<file path="src/rtl/noc_inport_pkg.sv">
package noc_inport_pkg;

    localparam int NPORT = 5;

    typedef enum logic [2:0] {
        DIR_LOCAL = 3'd0,
        DIR_NORTH = 3'd1,
        DIR_SOUTH = 3'd2,
        DIR_EAST  = 3'd3,
        DIR_WEST  = 3'd4
    } dir_e;

    // kind bit 0: opens a packet, kind bit 1: closes a packet
    function automatic logic kind_opens(input logic [1:0] kind);
        return kind[0];
    endfunction

    function automatic logic kind_closes(input logic [1:0] kind);
        return kind[1];
    endfunction

endpackage

</file>
<file path="src/rtl/inport_fifo.sv">
module inport_fifo #(
    parameter int W     = 18,
    parameter int DEPTH = 4
) (
    input  logic         clk,
    input  logic         rst_n,
    input  logic         push,
    input  logic [W-1:0] push_data,
    input  logic         pop,
    output logic         front_valid,
    output logic [W-1:0] front_data,
    output logic         not_full
);
    localparam int PW = (DEPTH > 1) ? $clog2(DEPTH) : 1;

    typedef struct packed {
        logic [PW:0] wr;
        logic [PW:0] rd;
    } ptr_t;

    ptr_t ptr_d, ptr_q;
    logic [W-1:0] mem [DEPTH];
    logic do_push, do_pop, empty, full;

    assign empty       = (ptr_q.wr == ptr_q.rd);
    assign full        = (ptr_q.wr[PW-1:0] == ptr_q.rd[PW-1:0]) && (ptr_q.wr[PW] != ptr_q.rd[PW]);
    assign not_full    = !full;
    assign front_valid = !empty;
    assign front_data  = mem[ptr_q.rd[PW-1:0]];
    assign do_push     = push && !full;
    assign do_pop      = pop && !empty;

    always_comb begin
        ptr_d = ptr_q;
        if (do_push) ptr_d.wr = ptr_q.wr + 1'b1;
        if (do_pop)  ptr_d.rd = ptr_q.rd + 1'b1;
    end

    always_ff @(posedge clk) begin
        if (!rst_n) ptr_q <= '0;
        else        ptr_q <= ptr_d;
    end

    always_ff @(posedge clk) begin
        if (do_push) mem[ptr_q.wr[PW-1:0]] <= push_data;
    end

endmodule

</file>
<file path="src/rtl/xy_route.sv">
module xy_route
    import noc_inport_pkg::*;
#(
    parameter int COORD_W = 3,
    parameter int MY_X    = 2,
    parameter int MY_Y    = 2
) (
    input  logic [COORD_W-1:0] dst_x,
    input  logic [COORD_W-1:0] dst_y,
    output dir_e               dir
);
    localparam logic [COORD_W-1:0] HX = COORD_W'(MY_X);
    localparam logic [COORD_W-1:0] HY = COORD_W'(MY_Y);

    always_comb begin
        if (dst_x > HX)      dir = DIR_EAST;
        else if (dst_x < HX) dir = DIR_WEST;
        else if (dst_y > HY) dir = DIR_NORTH;
        else if (dst_y < HY) dir = DIR_SOUTH;
        else                 dir = DIR_LOCAL;
    end

endmodule

</file>
<file path="src/rtl/noc_inport.sv">
module noc_inport
    import noc_inport_pkg::*;
#(
    parameter int DATA_W     = 16,
    parameter int FIFO_DEPTH = 4,
    parameter int COORD_W    = 3,
    parameter int MY_X       = 2,
    parameter int MY_Y       = 2,
    parameter int FLIT_W     = DATA_W + 2
) (
    input  logic              clk,
    input  logic              rst_n,
    input  logic              in_valid,
    output logic              in_ready,
    input  logic [FLIT_W-1:0] in_flit,
    output logic [NPORT-1:0]  sa_req,
    input  logic              sa_grant,
    output logic              out_valid,
    output logic [FLIT_W-1:0] out_flit,
    output logic [2:0]        out_dir,
    output logic              out_release
);
    localparam int KIND_LSB = FLIT_W - 2;

    typedef struct packed {
        logic              slot_valid;
        logic [FLIT_W-1:0] slot_flit;
        logic              route_valid;
        dir_e              route;
    } state_t;

    state_t st_d, st_q;

    logic              front_valid;
    logic [FLIT_W-1:0] front_flit;
    logic [1:0]        front_kind, slot_kind;
    logic              slot_leave, slot_take, advance;
    dir_e              rc_dir;

    inport_fifo #(.W(FLIT_W), .DEPTH(FIFO_DEPTH)) u_fifo (
        .clk        (clk),
        .rst_n      (rst_n),
        .push       (in_valid),
        .push_data  (in_flit),
        .pop        (advance),
        .front_valid(front_valid),
        .front_data (front_flit),
        .not_full   (in_ready)
    );

    xy_route #(.COORD_W(COORD_W), .MY_X(MY_X), .MY_Y(MY_Y)) u_rc (
        .dst_x(front_flit[COORD_W-1:0]),
        .dst_y(front_flit[2*COORD_W-1:COORD_W]),
        .dir  (rc_dir)
    );

    assign front_kind = front_flit[KIND_LSB +: 2];
    assign slot_kind  = st_q.slot_flit[KIND_LSB +: 2];
    assign slot_leave = st_q.slot_valid && st_q.route_valid && sa_grant;
    assign slot_take  = !st_q.slot_valid || slot_leave;
    assign advance    = front_valid && slot_take;

    always_comb begin
        st_d = st_q;
        if (advance) begin
            st_d.slot_valid = 1'b1;
            st_d.slot_flit  = front_flit;
        end else if (slot_leave) begin
            st_d.slot_valid = 1'b0;
        end
        // a new head's route takes priority over the old tail's clear
        if (advance && kind_opens(front_kind)) begin
            st_d.route_valid = 1'b1;
            st_d.route       = rc_dir;
        end else if (slot_leave && kind_closes(slot_kind)) begin
            st_d.route_valid = 1'b0;
        end
    end

    always_ff @(posedge clk) begin
        if (!rst_n) st_q <= '{slot_valid: 1'b0, slot_flit: '0, route_valid: 1'b0, route: DIR_LOCAL};
        else        st_q <= st_d;
    end

    for (genvar p = 0; p < NPORT; p++) begin : g_req
        assign sa_req[p] = st_q.slot_valid && st_q.route_valid && (st_q.route == dir_e'(p));
    end

    assign out_valid   = slot_leave;
    assign out_flit    = st_q.slot_flit;
    assign out_dir     = st_q.route;
    assign out_release = slot_leave && kind_closes(slot_kind);

endmodule

</file>
<file path="config.mk">
export PLATFORM = sky130hd
export DESIGN_NAME = noc_inport
export DESIGN_NICKNAME = d
export VERILOG_FILES = /design/src/rtl/noc_inport_pkg.sv /design/src/rtl/inport_fifo.sv /design/src/rtl/xy_route.sv /design/src/rtl/noc_inport.sv
export SDC_FILE = /design/constraint.sdc
export NUM_CORES = 1
export LEC_CHECK = 0
export ABC_AREA = 1
export CAP_MARGIN = 20
export CORE_MARGIN = 1
export CORE_UTILIZATION = 65
export DETAILED_ROUTE_END_ITERATION = 8
export DONT_BUFFER_PORTS = 1
export PLACE_DENSITY = 0.87
export SLEW_MARGIN = 10
export SYNTH_ARGS = -nofsm -noshare
export SYNTH_HDL_FRONTEND = slang
export SYNTH_SLANG_ARGS = --single-unit
</file>
<file path="constraint.sdc">
create_clock -name clk -period 4.35 [get_ports clk]
set_input_delay 1.0875 -clock clk [delete_from_list [all_inputs] [get_ports clk]]
set_output_delay 1.0875 -clock clk [all_outputs]
set_load 0.03 [all_outputs]
</file>
==> results of run 1 <==
-- placed cells by master, fill, tap and decap left out --
master and count:
inv_6 2, edfxtp_1 72, nand3_2 1, inv_4 1, dfxtp_1 31, nand3_1 16
o21ai_0 27, nand2_1 84, a21oi_1 27, nand4_1 1, clkbuf_8 11, a21oi_2 1
clkbuf_16 1, inv_2 1, clkinv_2 1, nor3_1 5, o22ai_1 11, buf_4 5
inv_1 24, o21ai_2 2, ha_1 5, nor2_1 31, clkinv_4 2, nand2_2 3
o21ai_1 7
-- where the power goes --
group	leakage (nW)	switching, mW	internal (mW)
logic	0.559	0.527	0.226
registers	0.917	0.314	1.21
clock network	0.109	0.296	0.274
-- layer usage --
| metal | share of wire | GRT usage |
|---|---|---|
| met1 | 0.43 | 0.276 |
| met2 | 0.48 | 0.377 |
| met5 | 0 | 0 |
| met4 | 0.011 | 0.0862 |
| met3 | 0.082 | 0.0879 |
-- critical path: cells and delay by family --
kind                   cells  cell delay [ns]
AND/OR/NAND/NOR            2             0.63
buffers and inverters      2             0.29
-- stage by stage --
step	instances	util	hold WS [ns]
after CTS	447	0.700	0.513
after global routing	447	0.700	0.531
after global placement	431	0.666	0.480
final	447	0.700	0.509
after detailed placement	431	0.666	0.499
after floorplan	388	-	0.440
-- flip-flops by register name, summed over array words and instances, names as in the netlist, named ones only --
register,cells
u_fifo.mem,72
u_fifo.ptr_q,6
out_flit,18
st_q,2
out_dir,3
-- final timing paths --
check	from	end	slack [ns]	depth (start not counted)
setup / recovery	sa_grant	out_release	1.26	4
hold / removal	st_q[3]	st_q[3]	0.51	2
setup reg to reg	flop	out_dir[1]	2.25	9
hold reg to reg	st_q[3]	st_q[3]	0.51	2
-- cell type report --
| type | instances | area, um^2 | area share |
|---|---|---|---|
| sequential | 103 | 2780 | 0.652 |
| multi-input combinational | 221 | 1030 | 0.243 |
| clock buffer | 12 | 176 | 0.0414 |
| inverter | 27 | 114 | 0.0267 |
| tap | 75 | 93.8 | 0.0220 |
| timing repair buffer | 5 | 37.5 | 0.00880 |
| clock inverter | 4 | 26.3 | 0.00616 |
-- cell families after synthesis --
| family | Yosys count | share of synthesized area |
|---|---|---|
| compound gates | 75 | 0.0949 |
| fa+ha+maj | 5 | 0.0148 |
| simple gates | 141 | 0.136 |
| flops | 103 | 0.660 |
| buf+inv | 64 | 0.0952 |
==> metrics.md, run 1 <==
| Metric | Value |
|---|---|
| Status | completed |
| Clk sinks | a little over 100 |
| CTS Buf Count | 9 |
| Final Power | 2.85 mW |
| Final WS setup | around 1.3 ns |
| Leak Pwr | between 1.5 and 2 nW |
| DRC | 0 |
| Initial antenna violation count | 0 |
| Worst clock skew | 0.0105 ns |
| Initial core utilization | 0.692 |
| MaxCap Viol Count | 0 |
| Initial DRC count | about 160 |
| # H-tree levels | 3 |
| CP peak stage delay | 0.48 ns |
| Final setup fails | 0 |
| Initial DRT Pass Iterations | 4 |
| Register bit total from synthesis | ~100 |
| Via count | 2587 |
| Cell accounting for the most synthesized area | edfxtp_1 |
| Worst Tran Pin Value | 0.890 ns |
| Peak VDD IR | roughly 510 uV |
| RSZ-0062 raised after global routing | false |
| FMAX | 0.323 GHz |
| Number of post-CTS setup repair buffers | 0 |
| CP arrival | 2.01 ns |
| Clock transition at path regs | roughly 0.090 ns |
| CTS tree | built |
| Crit path kind | in -> out |
| Die Y-Extent | between 80 and 90 um |
| Port Buffers | 0 |
| CP required | roughly 3.3 ns |
| Total track usage | 0.230 |
| Dpl cell area | ~4100 um^2 |
| Vias in the first global route | 2305 |
| Final hold vios | 0 |
| Slew Viols, Final | 0 |
| DIE WIDTH | 82.6 um |
| Post-route ant nets | 0 |
| Largest net degree at the start of global routing | 37 |
| Critical path capture point type | output port |
| EDFF count, synth | just over 70 |
| Avg WL per Cell | between 15 and 20 um |
| Unique masters post-synth | 26 |
| WL final | approximately 7.2 mm |
| Slew headroom | 0.402 |
| Synth Area per Inst | 10.9 um^2 |
| NumNets Final | between 300 and 400 |
| Power Density | around 670 nW/um^2 |
| CP max-delay cell | nor2_1 |
| Syn Inst Count | roughly 390 |
| Fin crit share | 0.711 |
| Type of the worst min-delay path | reg -> reg |
| Area contributors post-synth | edfxtp_1 51%, dfxtp_1 15%, nand2_1 7.5% |
| Critical Path Source Type | input pin |
| Post-Synthesis Cell Area | about 4200 um^2 |
| Crit-path most repeated cell | inv_1 |
| Synthesis Warnings | 0 |
| Setup TNS | 0 ns |
| Fraction of registers with async set/reset | 0 |
| Max clock buf depth | 2 |
| Most common cell in the netlist | nand2_1 |
| Via density per instance | between 5 and 6 |
| Ys flop type | edfxtp_1 |
| Final HPWL DP | 4.50 mm |
| Post-Syn Nets | between 400 and 500 |
| Crit path max fanout | 2 |
| Synth top area share | 0.512 |
| Top Ports | 51 |
| Grt total ovfl | 0 |
| Antenna cells | 0 |
| Row count | 28 |
| Area Growth Syn to Fin | 1.10% |
| Finished layout cell area | around 4300 um^2 |
| Clock latency on the worst-skew pair | 0.36 ns |
| Cell Chain, Critical Path | inv_1 > nor2_1 > nand2_1 > inv_1 |
| Core footprint | just over 6000 um^2 |
| Sequential area share after synthesis | 0.660 |
| Tmin final | 3.09 ns |
| Layout fillers | roughly 450 |
| Die ar. | 6820 um^2 |
| CTS Hold Buffers Added | 0 |
| Share of layout cells above drive strength 1 | 0.0833 |
| First-pass GRT wire length | about 11 mm |
| Pre-CTS setup slack | 1.25 ns |
| Post-synth top cells | 84 x nand2_1, 72 x edfxtp_1, 31 x dfxtp_1, 31 x nor2_1 |
| Post-CTS sizing | 0 |
| Gp weighted congestion | 0.824 |
| Root buffer cell | clkbuf_8 |
No activity file was read; power rests on OpenSTA's default activity.
==> inputs of run 2 (changes only) <==
--- a/config.mk
+++ b/config.mk
@@ -8,10 +8,10 @@
 export ABC_AREA = 1
 export CAP_MARGIN = 20
 export CORE_MARGIN = 1
-export CORE_UTILIZATION = 65
+export CORE_UTILIZATION = 56
 export DETAILED_ROUTE_END_ITERATION = 8
 export DONT_BUFFER_PORTS = 1
-export PLACE_DENSITY = 0.87
+export PLACE_DENSITY = 0.8
 export SLEW_MARGIN = 10
 export SYNTH_ARGS = -nofsm -noshare
 export SYNTH_HDL_FRONTEND = slang
==> constraint.sdc (replaced) <==
create_clock -name clk -period 2.48 [get_ports clk]
set_input_delay 0.62 -clock clk [delete_from_list [all_inputs] [get_ports clk]]
set_output_delay 0.62 -clock clk [all_outputs]
set_load 0.03 [all_outputs]
==> run 2 against run 1 <==
Net effect:
- worst hold slack worse by 0.17 ns
- critical path depth down 1
- die area up 16%
- power up 74%
- first-iteration DRC count up 3.9%
- worst setup slack worse by 0.91 ns
- utilization down 10 points
- combinational power up 80%
- cell area up 1.4%
- clock-buffer cell count down 2
- clock power up 68%
- sequential power up 73%
==> metrics.md, run 2 (synthesis gave the netlist of run 1 again) <==
| Metric | Value |
|---|---|
| RSZ-0062 raised after global routing | false (unchanged) |
| # H-tree levels | 3 (unchanged) |
| FMAX | between 0.4 and 0.5 GHz |
| CTS tree | built (unchanged) |
| P_sw | 2.03 mW (was 1.14 mW) |
| Post-route ant nets | 0 (unchanged) |
| Core footprint | 7250 um^2 (was 6100 um^2) |
| Grt total ovfl | 0 (unchanged) |
| Row count | 31 (was 28) |
| Gp weighted congestion | 0.805 (was 0.824) |
| Root buffer cell | clkbuf_8 (unchanged) |
| Final hold vios | 0 (unchanged) |
| NumNets Final | 401 (was 394) |
| Peak VDD IR | 365 uV (was 505 uV) |
| First-pass GRT wire length | 11.0 mm (was 10.9 mm) |
| Clk sinks | 103 (unchanged) |
| Port Buffers | 0 (unchanged) |
| Initial antenna violation count | 0 (unchanged) |
| DRC | 0 (unchanged) |
| Fin util | 0.596 (was 0.700) |
| Fin crit share | 0.861 |
| WL final | 7.21 mm (was 7.17 mm) |
| Crit path kind | reg -> out (was in -> out) |
| Clock latency on the worst-skew pair | 0.37 ns (was 0.36 ns) |
| Tmin final | 2.14 ns |
| Clk pwr share | 0.193 (was 0.200) |
| Largest net degree at the start of global routing | 37 (unchanged) |
| Int Pwr | 2.92 mW (was 1.71 mW) |
| Die Y-Extent | 88.8 um (was 82.6 um) |
| CTS Buf Count | 9 (unchanged) |
| Power Density | 1140 nW/um^2 (was 667 nW/um^2) |
| Max reg flops | 72 (unchanged) |
| Area Growth Syn to Fin | 2.52% (was 1.10%) |
| Most frequent cells in the layout | 84 x nand2_1, 72 x edfxtp_1, 31 x nor2_1, 31 x dfxtp_1 (unchanged) |
| Clock transition at path regs | 0.10 ns (was 0.09 ns) |
| Final setup fails | 0 (unchanged) |
| Share of layout cells above drive strength 1 | 0.100 (was 0.0833) |
| CTS Hold Buffers Added | 0 (unchanged) |
| Net Sw Frac | 0.411 (was 0.400) |
| Total track usage | 0.194 (was 0.230) |
| Final Power | 4.95 mW (was 2.85 mW) |
| Worst clock skew | 0.0111 ns (was 0.0105 ns) |
| Comb pwr share | 0.276 (was 0.265) |
| Initial DRT Pass Iterations | 4 (unchanged) |
| Via count | 2540 (was 2587) |
| Sequential fraction of design power | 0.531 (was 0.535) |
| CP arrival | 1.52 ns (was 2.01 ns) |
| Vias in the first global route | 2316 (was 2305) |
| Critical path capture point type | output port (unchanged) |
| Antenna cells | 0 (unchanged) |
| Die ar. | 7890 um^2 (was 6820 um^2) |
| Crit path max fanout | 4 (was 2) |
| Slew Viols, Final | 0 (unchanged) |
| Top Ports | 51 (unchanged) |
| Avg WL per Cell | 15.1 um (was 16.0 um) |
| CP required | 1.86 ns (was 3.26 ns) |
| Setup TNS | 0 ns (unchanged) |
| Worst Tran Pin Value | 0.545 ns (was 0.890 ns) |
| Slew headroom | 0.635 (was 0.402) |
| MaxCap Viol Count | 0 (unchanged) |
| Via density per instance | 5.31 (was 5.79) |
| Final HPWL DP | 4.63 mm (was 4.50 mm) |
| Most common cell after layout, fill and taps aside | nand2_1 (unchanged) |
| Initial DRC count | 161 (was 155) |
| Critical Path Source Type | flop (was input pin) |
| Max clock buf depth | 2 (unchanged) |
| DIE WIDTH | 88.8 um (was 82.6 um) |
| Layout fillers | 582 (was 449) |
| Leak Pwr | 1.61 nW (was 1.59 nW) |
| Status | completed (unchanged) |
| Post-CTS sizing | 0 (unchanged) |
| Initial core utilization | 0.582 (was 0.692) |
| Type of the worst min-delay path | in -> reg (was reg -> reg) |
| Number of post-CTS setup repair buffers | 0 (unchanged) |
-- run 2: metal layers --
layer | GRT usage | part of all wire | vias up
li1 | - | - | 1269
met1 | 0.249 | 0.43 | 1151
met2 | 0.301 | 0.46 | 106
met3 | 0.0550 | 0.087 | 14
met4 | 0.106 | 0.021 | 0
met5 | 0 | 0 | -
-- run 2: critical path: stages (launching register included) --
cell     delay, ns
dfxtp_1       0.42
inv_1         0.14
nand3_1       0.14
nor2_1        0.46
-- run 2: cell type report --
class,count,area [um^2],area share
clock buffer,10,128,0.0295
clock inverter,6,52.6,0.0121
inverter,27,114,0.0263
multi-input combinational,221,1030,0.239
sequential,103,2780,0.643
tap,99,124,0.0286
timing repair buffer,12,90.1,0.0208
-- run 2: per-stage QoR --
step                      hold slack, ns  setup slack (ns)  instances  instance area [um^2]
after CTS                          0.329             0.326        478                  4330
after floorplan                    0.440             0.217        388                  4220
after global placement             0.488             0.742        462                  4150
final                              0.340             0.345        478                  4330
after detailed placement           0.488             0.703        462                  4150
after global routing               0.326             0.239        478                  4330
-- run 2: path summary, 6_finish.rpt --
check | startpoint | end | slack [ns] | cells past startpoint
max | out_dir[2] | sa_req[0] | 0.34 | 3
min | in_flit[15] | u_fifo.mem[0][15] | 0.34 | 0
max reg2reg | flop | out_dir[1] | 0.75 | 9
min reg2reg | st_q[3] | st_q[3] | 0.50 | 2
-- run 2: power by group through the flow --
stage	clock network, mW	registers, mW	logic [mW]
6_report	0.956	2.63	1.36
5_1_grt	1.04	2.66	1.55
4_1_cts	0.974	2.63	1.36
3_5_place_dp	0	2.67	1.35
3_3_place_gp	0	2.67	1.31
2_1_floorplan	0	2.26	1.77
==> inputs of run 3 (changes only) <==
--- a/config.mk
+++ b/config.mk
@@ -16,3 +16,4 @@
 export SYNTH_ARGS = -nofsm -noshare
 export SYNTH_HDL_FRONTEND = slang
 export SYNTH_SLANG_ARGS = --single-unit
+export TNS_END_PERCENT = 50
==> results of run 3 <==
No change in the layout: final DEF, timing and power equal those of run 2.
